**src/rtl/irq_cascade_pkg.sv**
```systemverilog
package irq_cascade_pkg;

    localparam int LINES   = 8;
    localparam int IDX_W   = $clog2(LINES);
    localparam int VEC_W   = 8;
    localparam int BASE_W  = VEC_W - IDX_W;
    localparam int CASC_AT = 2;

    typedef struct packed {
        logic             hit;
        logic [IDX_W-1:0] idx;
    } pick_t;

    typedef struct packed {
        logic [BASE_W-1:0] base;
        logic [IDX_W-1:0]  line;
    } vec_t;

    typedef enum logic [2:0] {
        REG_MMASK = 3'd0,
        REG_SMASK = 3'd1,
        REG_MBASE = 3'd2,
        REG_SBASE = 3'd3,
        REG_MEOI  = 3'd4,
        REG_SEOI  = 3'd5
    } reg_sel_e;

    // lowest set index wins
    function automatic pick_t pick_first(input logic [LINES-1:0] v);
        pick_t r;
        r = '0;
        for (int i = LINES - 1; i >= 0; i--) begin
            if (v[i]) begin
                r.hit = 1'b1;
                r.idx = IDX_W'(i);
            end
        end
        return r;
    endfunction

endpackage

```
**src/rtl/irq_ack_decode.sv**
```systemverilog
module irq_ack_decode (
    input  logic clk,
    input  logic rst,
    input  logic stat_mio,
    input  logic stat_s0,
    input  logic stat_s1,
    output logic ack_pulse
);
    logic ack_now;
    logic seen_q;

    assign ack_now   = !stat_mio && !stat_s0 && !stat_s1;
    assign ack_pulse = ack_now && !seen_q && !rst;

    always_ff @(posedge clk) begin
        if (rst) seen_q <= 1'b0;
        else     seen_q <= ack_now;
    end
endmodule

```
**src/rtl/irq_cfg_regs.sv**
```systemverilog
module irq_cfg_regs
    import irq_cascade_pkg::*;
(
    input  logic                 clk,
    input  logic                 rst,
    input  logic                 cfg_we,
    input  logic [2:0]           cfg_addr,
    input  logic [VEC_W-1:0]     cfg_wdata,
    output logic [LINES-1:0]     m_mask,
    output logic [LINES-1:0]     s_mask,
    output logic [BASE_W-1:0]    m_base,
    output logic [BASE_W-1:0]    s_base,
    output logic                 m_eoi,
    output logic                 s_eoi,
    output logic [IDX_W-1:0]     eoi_idx
);
    reg_sel_e sel;
    assign sel     = reg_sel_e'(cfg_addr);
    assign m_eoi   = cfg_we && (sel == REG_MEOI);
    assign s_eoi   = cfg_we && (sel == REG_SEOI);
    assign eoi_idx = cfg_wdata[IDX_W-1:0];

    always_ff @(posedge clk) begin
        if (rst) begin
            m_mask <= '1;
            s_mask <= '1;
            m_base <= '0;
            s_base <= '0;
        end else if (cfg_we) begin
            case (sel)
                REG_MMASK: m_mask <= cfg_wdata[LINES-1:0];
                REG_SMASK: s_mask <= cfg_wdata[LINES-1:0];
                REG_MBASE: m_base <= cfg_wdata[VEC_W-1:IDX_W];
                REG_SBASE: s_base <= cfg_wdata[VEC_W-1:IDX_W];
                default: ;
            endcase
        end
    end
endmodule

```
**src/rtl/irq_pic8.sv**
```systemverilog
module irq_pic8
    import irq_cascade_pkg::*;
#(
    parameter bit IS_MASTER = 1'b1,
    parameter int CASC_LINE = CASC_AT
) (
    input  logic               clk,
    input  logic               rst,
    input  logic [LINES-1:0]   req,
    input  logic [LINES-1:0]   mask,
    input  logic [BASE_W-1:0]  base,
    input  logic               eoi,
    input  logic [IDX_W-1:0]   eoi_idx,
    input  logic               ack_in,
    output logic               casc_ack,
    output logic               int_out,
    output logic               vec_vld,
    output vec_t               vec
);
    logic [LINES-1:0] isr;
    logic [LINES-1:0] pending;
    pick_t            top_req;
    pick_t            top_isr;
    logic             eligible;
    logic             to_slave;

    assign pending  = req & ~mask;
    assign top_req  = pick_first(pending);
    assign top_isr  = pick_first(isr);
    assign eligible = top_req.hit && (!top_isr.hit || (top_req.idx < top_isr.idx));
    assign int_out  = eligible;

    generate
        if (IS_MASTER) begin : g_casc
            assign to_slave = eligible && (top_req.idx == IDX_W'(CASC_LINE));
        end else begin : g_leaf
            assign to_slave = 1'b0;
        end
    endgenerate

    assign casc_ack = ack_in && to_slave;

    always_ff @(posedge clk) begin
        if (rst) begin
            isr     <= '0;
            vec_vld <= 1'b0;
            vec     <= '0;
        end else begin
            vec_vld <= 1'b0;
            if (eoi) isr[eoi_idx] <= 1'b0;
            if (ack_in) begin
                if (eligible) begin
                    isr[top_req.idx] <= 1'b1;
                    if (!to_slave) begin
                        vec_vld <= 1'b1;
                        vec     <= '{base: base, line: top_req.idx};
                    end
                end else begin
                    vec_vld <= 1'b1;
                    vec     <= '{base: base, line: IDX_W'(LINES - 1)};
                end
            end
        end
    end
endmodule

```
**src/rtl/irq_cascade_top.sv**
```systemverilog
module irq_cascade_top
    import irq_cascade_pkg::*;
(
    input  logic        clk,
    input  logic        rst,
    input  logic [15:0] irq_req,
    input  logic        stat_mio,
    input  logic        stat_s0,
    input  logic        stat_s1,
    input  logic        cfg_we,
    input  logic [2:0]  cfg_addr,
    input  logic [7:0]  cfg_wdata,
    output logic        intr,
    output logic        vec_valid,
    output logic [7:0]  vec_out
);
    logic [LINES-1:0]  m_mask, s_mask, m_req;
    logic [BASE_W-1:0] m_base, s_base;
    logic              m_eoi, s_eoi;
    logic [IDX_W-1:0]  eoi_idx;
    logic              ack_pulse, s_ack, s_int, m_int, m_vld, s_vld, s_unused_casc;
    vec_t              m_vec, s_vec;

    irq_ack_decode u_ack (
        .clk(clk), .rst(rst), .stat_mio(stat_mio), .stat_s0(stat_s0),
        .stat_s1(stat_s1), .ack_pulse(ack_pulse)
    );

    irq_cfg_regs u_regs (
        .clk(clk), .rst(rst), .cfg_we(cfg_we), .cfg_addr(cfg_addr),
        .cfg_wdata(cfg_wdata), .m_mask(m_mask), .s_mask(s_mask),
        .m_base(m_base), .s_base(s_base), .m_eoi(m_eoi), .s_eoi(s_eoi),
        .eoi_idx(eoi_idx)
    );

    // master input at the cascade slot comes from the slave, not the pin
    generate
        for (genvar i = 0; i < LINES; i++) begin : g_mreq
            if (i == CASC_AT) begin : g_c
                assign m_req[i] = s_int;
            end else begin : g_p
                assign m_req[i] = irq_req[i];
            end
        end
    endgenerate

    irq_pic8 #(.IS_MASTER(1'b1), .CASC_LINE(CASC_AT)) u_master (
        .clk(clk), .rst(rst), .req(m_req), .mask(m_mask), .base(m_base),
        .eoi(m_eoi), .eoi_idx(eoi_idx), .ack_in(ack_pulse),
        .casc_ack(s_ack), .int_out(m_int), .vec_vld(m_vld), .vec(m_vec)
    );

    irq_pic8 #(.IS_MASTER(1'b0), .CASC_LINE(CASC_AT)) u_slave (
        .clk(clk), .rst(rst), .req(irq_req[2*LINES-1:LINES]), .mask(s_mask),
        .base(s_base), .eoi(s_eoi), .eoi_idx(eoi_idx), .ack_in(s_ack),
        .casc_ack(s_unused_casc), .int_out(s_int), .vec_vld(s_vld), .vec(s_vec)
    );

    assign intr      = m_int;
    assign vec_valid = m_vld | s_vld;
    assign vec_out   = s_vld ? s_vec : m_vec;
endmodule

```
**config.mk**
```make
export PLATFORM = sky130hd
export DESIGN_NAME = irq_cascade_top
export DESIGN_NICKNAME = d
export VERILOG_FILES = /design/src/rtl/irq_cascade_pkg.sv /design/src/rtl/irq_ack_decode.sv /design/src/rtl/irq_cfg_regs.sv /design/src/rtl/irq_pic8.sv /design/src/rtl/irq_cascade_top.sv
export SDC_FILE = /design/constraint.sdc
export NUM_CORES = 1
export LEC_CHECK = 0
export BUFFER_PORTS_ARGS = -buffer_cell sky130_fd_sc_hd__buf_4
export CAP_MARGIN = 0
export CORE_MARGIN = 10
export CORE_UTILIZATION = 57
export DETAILED_ROUTE_END_ITERATION = 16
export GPL_ROUTABILITY_DRIVEN = 0
export GPL_TIMING_DRIVEN = 0
export PLACE_DENSITY = 0.83
export SLEW_MARGIN = 10
export SYNTH_ARGS = -nofsm -noshare
export SYNTH_HDL_FRONTEND = slang
export SYNTH_SLANG_ARGS = --single-unit
export TNS_END_PERCENT = 5
```
**constraint.sdc**
```tcl
create_clock -name clk -period 5 [get_ports clk]
set_input_delay 0.75 -clock clk [delete_from_list [all_inputs] [get_ports clk]]
set_output_delay 0.75 -clock clk [all_outputs]
set_load 0.01 [all_outputs]
```
==> results.md, run 1 <==
- Switching Power: roughly 0.00027 W
- Hold WS: 0.474 ns
- Diode count: 0
- Pins over their slew limit: 0
- Clock tree sinks: a little over 60
- Clock root buffer: clkbuf_8
- Outcome: finished clean
- CTS resizes: 0
- DR pass1 iterations: 5
- Clock Power Share: 42.6%
- Chip width: 94.9 µm
- Yosys top cell by area: dfxtp_1
- Sw frac: between 20 and 30%
- Largest net degree at the start of global routing: 13
- PwrDens: between 200 and 300 mW/mm²
- Total negative setup slack: 0 ns
- Register share of total power: about 48%
- Post-synthesis sequential area ratio: a little under two fifths
- Ys flop type: dfxtp_1
- Mapped Cells: between 300 and 400
- Clk_lat worst skew: approximately 0.34 ns
- Post-DR wirelength/cell: 17.3 µm
- Net Count, Synth: slightly above 400
- Critical path, cell by cell: buf_4 -> nor2b_1 -> nand4b_2 -> nor2_2 -> ha_1 -> a211oi_1 -> o21a_1 -> a21o_1 -> a31oi_2 -> and3_1 -> ha_1 -> o21a_1 -> and2_4 -> buf_6 -> o21a_1 -> nor2_1 -> buf_4
- Area of the mapped netlist: 0.00319 mm²
- Share of the synthesized area in the top cell type: between 30% and 40%
- CP endpoint kind: output port
- Crit start category: primary input
- I/O Buffers: 38
- Slew headroom: 44.1%
- Routed Antenna Nets: 0
- Internal: 0.000765 W
- Vias in the first global route: 2888
- Via density: between 6 and 7
- Fmax: roughly 210 MHz
- Peak supply drop: 218 µV
- Initial antenna violation count: 0
- Final nets: about 450
- H-tree Lvls: 3
- Post-CTS Setup Inserts: 0
- Initial Util: about three fifths
- Ys Warns: 0
- Die footprint: around 0.0090 mm²
- Top post-synthesis cells by count: 61 x dfxtp_1, 35 x nand2_1, 33 x nor2_1
- Max Cap Viol: 0
- Post-Syn Area per Cell: between 8 and 9 µm²
- Worst EP required: roughly 4.3 ns
- Non-filler cells in the finished layout: around 500
- Final Cycle Share: 96.3%
- Ys async rst share: 0%
- Top post-synthesis cells by area: dfxtp_1 38%, mux2i_1 7.5%, nand2_1 4.1%
- Drt drc: 0
- DRT iter0 DRCs: 238
- Area grow syn2layout: 18.3%
- Hold Crit Class: reg -> reg
- Final Skew: about 0.0057 ns
- RSZ-0062 raised after global routing: no
- Total track usage: 19.4%
- CTS Buffer Depth: 2
- Hold Vio Cnt, Final: 0
- First-pass GRT wire length: ~14000 µm
- Global route total overflow: 0
- Dpl cells: 477
- EDFF count, synth: 0
- Synth cell types: 59
- Setup Viol. Count Final: 0
- Num CTS Buffers: 9
- CP Class: in -> out
- Most frequent cell after synthesis: dfxtp_1
- Worst Path Max Fanout: 10
- Ratio of cells with drive above 1 in the final layout: a little over a fifth
- TritonCTS clock tree: yes
- Static Leak: 1.50 nW
- Worst-path clk slew: around 0.070 ns
- WP data arrival: a little over 4 ns
- I/O pins: between 40 and 50
- Die Ht: roughly 95 µm
- Final min period: ~4.8 ns
- Combinational power share: a little under a tenth
- DP HPWL: about 6300 µm
- Post-synthesis register bit count: just over 60
- Vias: between 3k and 4k
- Slew @ Worst Pin: ~0.84 ns
- DRT Wirelength: 8540 µm
- Most used cell, CP: o21a_1
- # hold bufs at CTS: 0
- Core area: 0.00547 mm²
- Slowest-stage cell, CP: nand4b_2
- Rows: 27
- Worst stage delay on the critical path: 0.30 ns
-- metrics by stage --
| stage | setup slack (ns) | util, % | instance area [µm²] | power (W) |
|---|---|---|---|---|
| finish | 0.183 | 69.0 | 3780 | 0.00103 |
| global route | 0.000768 | 69.0 | 3780 | 0.00107 |
| CTS | 0.165 | 68.9 | 3770 | 0.00104 |
| detailed placement | 0.184 | 65.2 | 3570 | 0.000601 |
| global placement | 0.225 | 65.2 | 3570 | 0.000599 |
| floorplan | 0.700 | - | 3190 | 0.000561 |
-- layout by cell type, fill, tap and decap left out, drive strengths merged, types with 11 or more instances in the layout --
cell type / n
nor2: 33
dfxtp: 61
nand2: 36
mux2i: 24
clkbuf: 21
o21ai: 18
buf: 43
inv: 11
nand2b: 17
a21oi: 15
nand3: 24
-- power by group through the flow --
stage / clock [W] / combinational [W] / sequential [W]
2_1_floorplan: 0 / 0.0000560 / 0.000505
3_3_place_gp: 0 / 0.0000930 / 0.000506
3_5_place_dp: 0 / 0.0000945 / 0.000506
4_1_cts: 0.000445 / 0.0000955 / 0.000495
5_1_grt: 0.000465 / 0.000105 / 0.000496
6_report: 0.000440 / 0.0000971 / 0.000495
-- per-layer routing --
metal  wire length [µm]  track usage (%)  vias up
met2               4100             32.0      126
met3                538             4.52       23
met5                  0                0        -
met1               3670             23.5     1434
li1                   -                -     1433
met4                231             8.48        0
-- registers in the layout, summed over array words and instances (netlist names) --
register,flops
u_slave.vec_vld,1
u_master.vec,8
u_regs.m_base,5
u_master.isr,8
u_regs.s_mask,8
u_ack.seen_q,1
u_regs.s_base,5
u_slave.isr,8
u_slave.vec,8
u_master.vec_vld,1
u_regs.m_mask,8
-- final timing paths --
kind	start	end	cells after the start	slack [ns]
max	irq_req[11]	intr	17	0.18
max reg2reg	u_regs.s_mask[4]	u_slave.vec[2]	16	1.01
min reg2reg	u_regs.s_mask[0]	u_regs.s_mask[0]	2	0.47
min	u_regs.s_mask[0]	u_regs.s_mask[0]	2	0.47
-- layout make-up --
cell class | count | area [µm²]
tap | 72 | 90.1
clock inverter | 7 | 76.3
buffer | 17 | 72.6
multi-input combinational | 278 | 1870
timing repair buffer | 38 | 285
inverter | 11 | 41.3
fill | 441 | 1700
clock buffer | 9 | 124
sequential | 61 | 1220
-- worst max-delay path, delay by kind of cell --
| kind | cells | cell delay [ns] |
|---|---|---|
| AOI/OAI and AO/OA | 6 | 1.23 |
| adders and majority gates | 2 | 0.56 |
| buffers and inverters | 3 | 0.36 |
| and+or+nand+nor | 6 | 1.16 |
-- logic make-up after synthesis --
family	share of synthesized area [%]
compound gates	20.8
fa+ha+maj	1.18
buf+inv	3.56
flops	38.2
mux	9.99
simple gates	26.3
(Power assumes the default switching activity.)
==> inputs of run 2 (changes only) <==
==> constraint.sdc (replaced) <==
create_clock -name clk -period 5 [get_ports clk]
set_input_delay 0.5 -clock clk [delete_from_list [all_inputs] [get_ports clk]]
set_output_delay 0.5 -clock clk [all_outputs]
set_load 0.01 [all_outputs]
==> results.md, run 2 (same netlist as run 1, synthesis figures left out) <==
- Routed Antenna Nets: 0 (unchanged)
- Vias in the first global route: 2888 (unchanged)
- FILL cells: 442 (+0.23%)
- # hold bufs at CTS: 0 (unchanged)
- DP HPWL: 6270 µm (unchanged)
- Cell count of the worst reg-to-reg path: 17 (+1)
- Outcome: finished clean
- Global route total overflow: 0 (unchanged)
- TritonCTS clock tree: yes
- CTS Buffer Depth: 2 (unchanged)
- Commonest non-fill, non-tap cell in the layout: dfxtp_1
- Static Leak: 1.50 nW (+0.11%)
- Initial antenna violation count: 0 (unchanged)
- Max Cap Viol: 0 (unchanged)
- Final Cycle Share: 88.0% (-8.3 points)
- Worst path buffer plus inverter count: 3 (unchanged)
- Drt drc: 0 (unchanged)
- Setup Viol. Count Final: 0 (unchanged)
- Peak supply drop: 219 µV (+0.21%)
- Hold Crit Class: in -> reg
- Worst Setup EP: intr
- Fmax: 227 MHz (+9.4%)
- Post-DR wirelength/cell: 17.2 µm (-0.55%)
- Die Ht: 94.9 µm (unchanged)
- Worst-path clk slew: 0.07 ns (about the same)
- Dpl cells: 477 (unchanged)
- I/O Buffers: 38 (unchanged)
- Sw frac: 26.0% (+0.11 points)
- PwrDens: 274 mW/mm² (+0.34%)
- DRT Wirelength: 8500 µm (-0.55%)
- Clock root buffer: clkbuf_8
- Register share of total power: 47.9% (about the same)
- Storage cell area: 0.00122 mm² (unchanged)
- CTS resizes: 0 (unchanged)
- Crit start category: flip-flop
- Final Skew: 0.00488 ns (-0.000863 ns)
- Total track usage: 19.4% (unchanged)
- DR pass1 iterations: 5 (unchanged)
- DP Worst Slack: 0.684 ns (+0.500 ns)
- Switching Power: 0.000269 W (+0.58%)
- Combinational power share: 9.3% (about the same)
- Most frequent cells in the layout: 61 x dfxtp_1, 38 x buf_4, 35 x nand2_1, 33 x nor2_1, 24 x mux2i_1
- RSZ-0062 raised after global routing: no
- Diode count: 0 (unchanged)
- Fin worst setup slack: 0.598 ns (+0.415 ns)
- Slew @ Worst Pin: 0.836 ns (+0.00109 ns)
- Largest net degree at the start of global routing: 13 (unchanged)
- FF-to-FF Start: u_regs.s_mask[7]
- Via density: 6.10 (-0.36%)
- R2r setup slk: 0.96 ns (-0.05 ns)
- I/O pins: 43 (unchanged)
- Internal: 0.000765 W (about the same)
- Worst stage delay on the critical path: 0.32 ns (+0.02 ns)
- Slew headroom: 44.0% (-0.073 points)
- Clock tree sinks: 61 (unchanged)
- Clock Power Share: 42.8% (+0.2 points)
- Initial Util: 58.4% (unchanged)
- Vias: 3005 (-0.36%)
- Worst Path Max Fanout: 10 (unchanged)
- CP endpoint kind: output port
- First-pass GRT wire length: 13900 µm (unchanged)
- Num CTS Buffers: 9 (unchanged)
- Non-filler cells in the finished layout: 493 (unchanged)
- Worst reg2reg endpoint: u_slave.vec[2]
- Post-CTS Setup Inserts: 0 (unchanged)
- Area grow syn2layout: 18.0%
- Critical path's top delay family: simple AND/OR/NAND/NOR gates
- Ratio of cells with drive above 1 in the final layout: 20.9% (-0.71 points)
- Worst EP required: 4.50 ns (+0.25 ns)
- Hold WS: 0.339 ns (-0.134 ns)
- Final nets: 452 (unchanged)
- Multi-input gate area: 0.00186 mm² (-0.40%)
- Final min period: 4.40 ns (-0.415 ns)
- CP Depth: 19 (+2)
- CP Class: reg -> out
- Chip width: 94.9 µm (unchanged)
- CP startpoint: u_regs.s_mask[7]
- Clk_lat worst skew: 0.34 ns (about the same)
- Total negative setup slack: 0 ns (unchanged)
- Slowest-stage cell, CP: dfxtp_1
- Core area: 0.00547 mm² (unchanged)
- DRT iter0 DRCs: 247 (+3.8%)
- Rows: 27 (unchanged)
- H-tree Lvls: 3 (unchanged)
- Pins over their slew limit: 0 (unchanged)
- Hold Vio Cnt, Final: 0 (unchanged)
- Critical path, cell by cell: nor2b_1 -> nand2b_1 -> nand3_1 -> a21o_1 -> inv_1 -> ha_1 -> o21a_1 -> o22ai_2 -> a21o_1 -> a31oi_2 -> and3_1 -> ha_1 -> nor2_1 -> nand4_4 -> and2_4 -> buf_6 -> o21a_1 -> nor2_1 -> buf_4
- WP data arrival: 3.90 ns (-0.17 ns)
- Die footprint: 0.00900 mm² (unchanged)
==> run 2: changes by cell type in the layout (fill, tap and decap cells not counted) <==
cell	before	now
nor2_1	31	33
nand2b_1	14	15
nand2b_2	2	1
nor2_2	2	0
==> run 2: area by class of cell <==
cell class              count  share of cell area [%]
flip-flops and latches     61                    32.4
multi-input cells         278                    49.3
clock inverters             7                    2.02
inverters                  11                    1.10
repair buffers             38                    7.57
clock buffers               9                    3.29
plain buffers              17                    1.92
well taps                  72                    2.39
==> run 2: metrics by stage <==
step           total power (W)  cell area (µm²)  utilization, %
6_report               0.00103             3770            68.9
5_1_grt                0.00106             3770            68.9
4_1_cts                0.00104             3770            68.9
3_5_place_dp          0.000601             3570            65.2
3_3_place_gp          0.000599             3570            65.2
2_1_floorplan         0.000561             3190               -
==> run 2: worst min-delay path by stage <==
stage	from	end	cells past startpoint
6_report	stat_mio	u_ack.seen_q	2
2_1_floorplan	u_regs.s_mask[0]	u_regs.s_mask[0]	2
3_3_place_gp	u_regs.s_mask[6]	u_regs.s_mask[6]	2
4_1_cts	stat_s1	u_ack.seen_q	2
3_5_place_dp	u_regs.s_mask[5]	u_regs.s_mask[5]	2
5_1_grt	stat_mio	u_ack.seen_q	2
==> run 2: metal layers <==
layer	track usage [%]	wire length [µm]	share of wire, %	up-vias
met5	0	0	0	-
met4	8.48	194	2.3	0
met3	4.52	465	5.5	16
met2	32.0	4140	49	109
met1	23.5	3700	44	1444
li1	-	-	-	1436
==> run 2: power groups by stage <==
stage / Clock [W] / Combinational [W] / Sequential [W]
4_1_cts: 0.000445 / 0.0000955 / 0.000495
6_report: 0.000442 / 0.0000965 / 0.000495
3_3_place_gp: 0 / 0.0000930 / 0.000506
2_1_floorplan: 0 / 0.0000560 / 0.000505
3_5_place_dp: 0 / 0.0000945 / 0.000506
5_1_grt: 0.000465 / 0.000105 / 0.000496
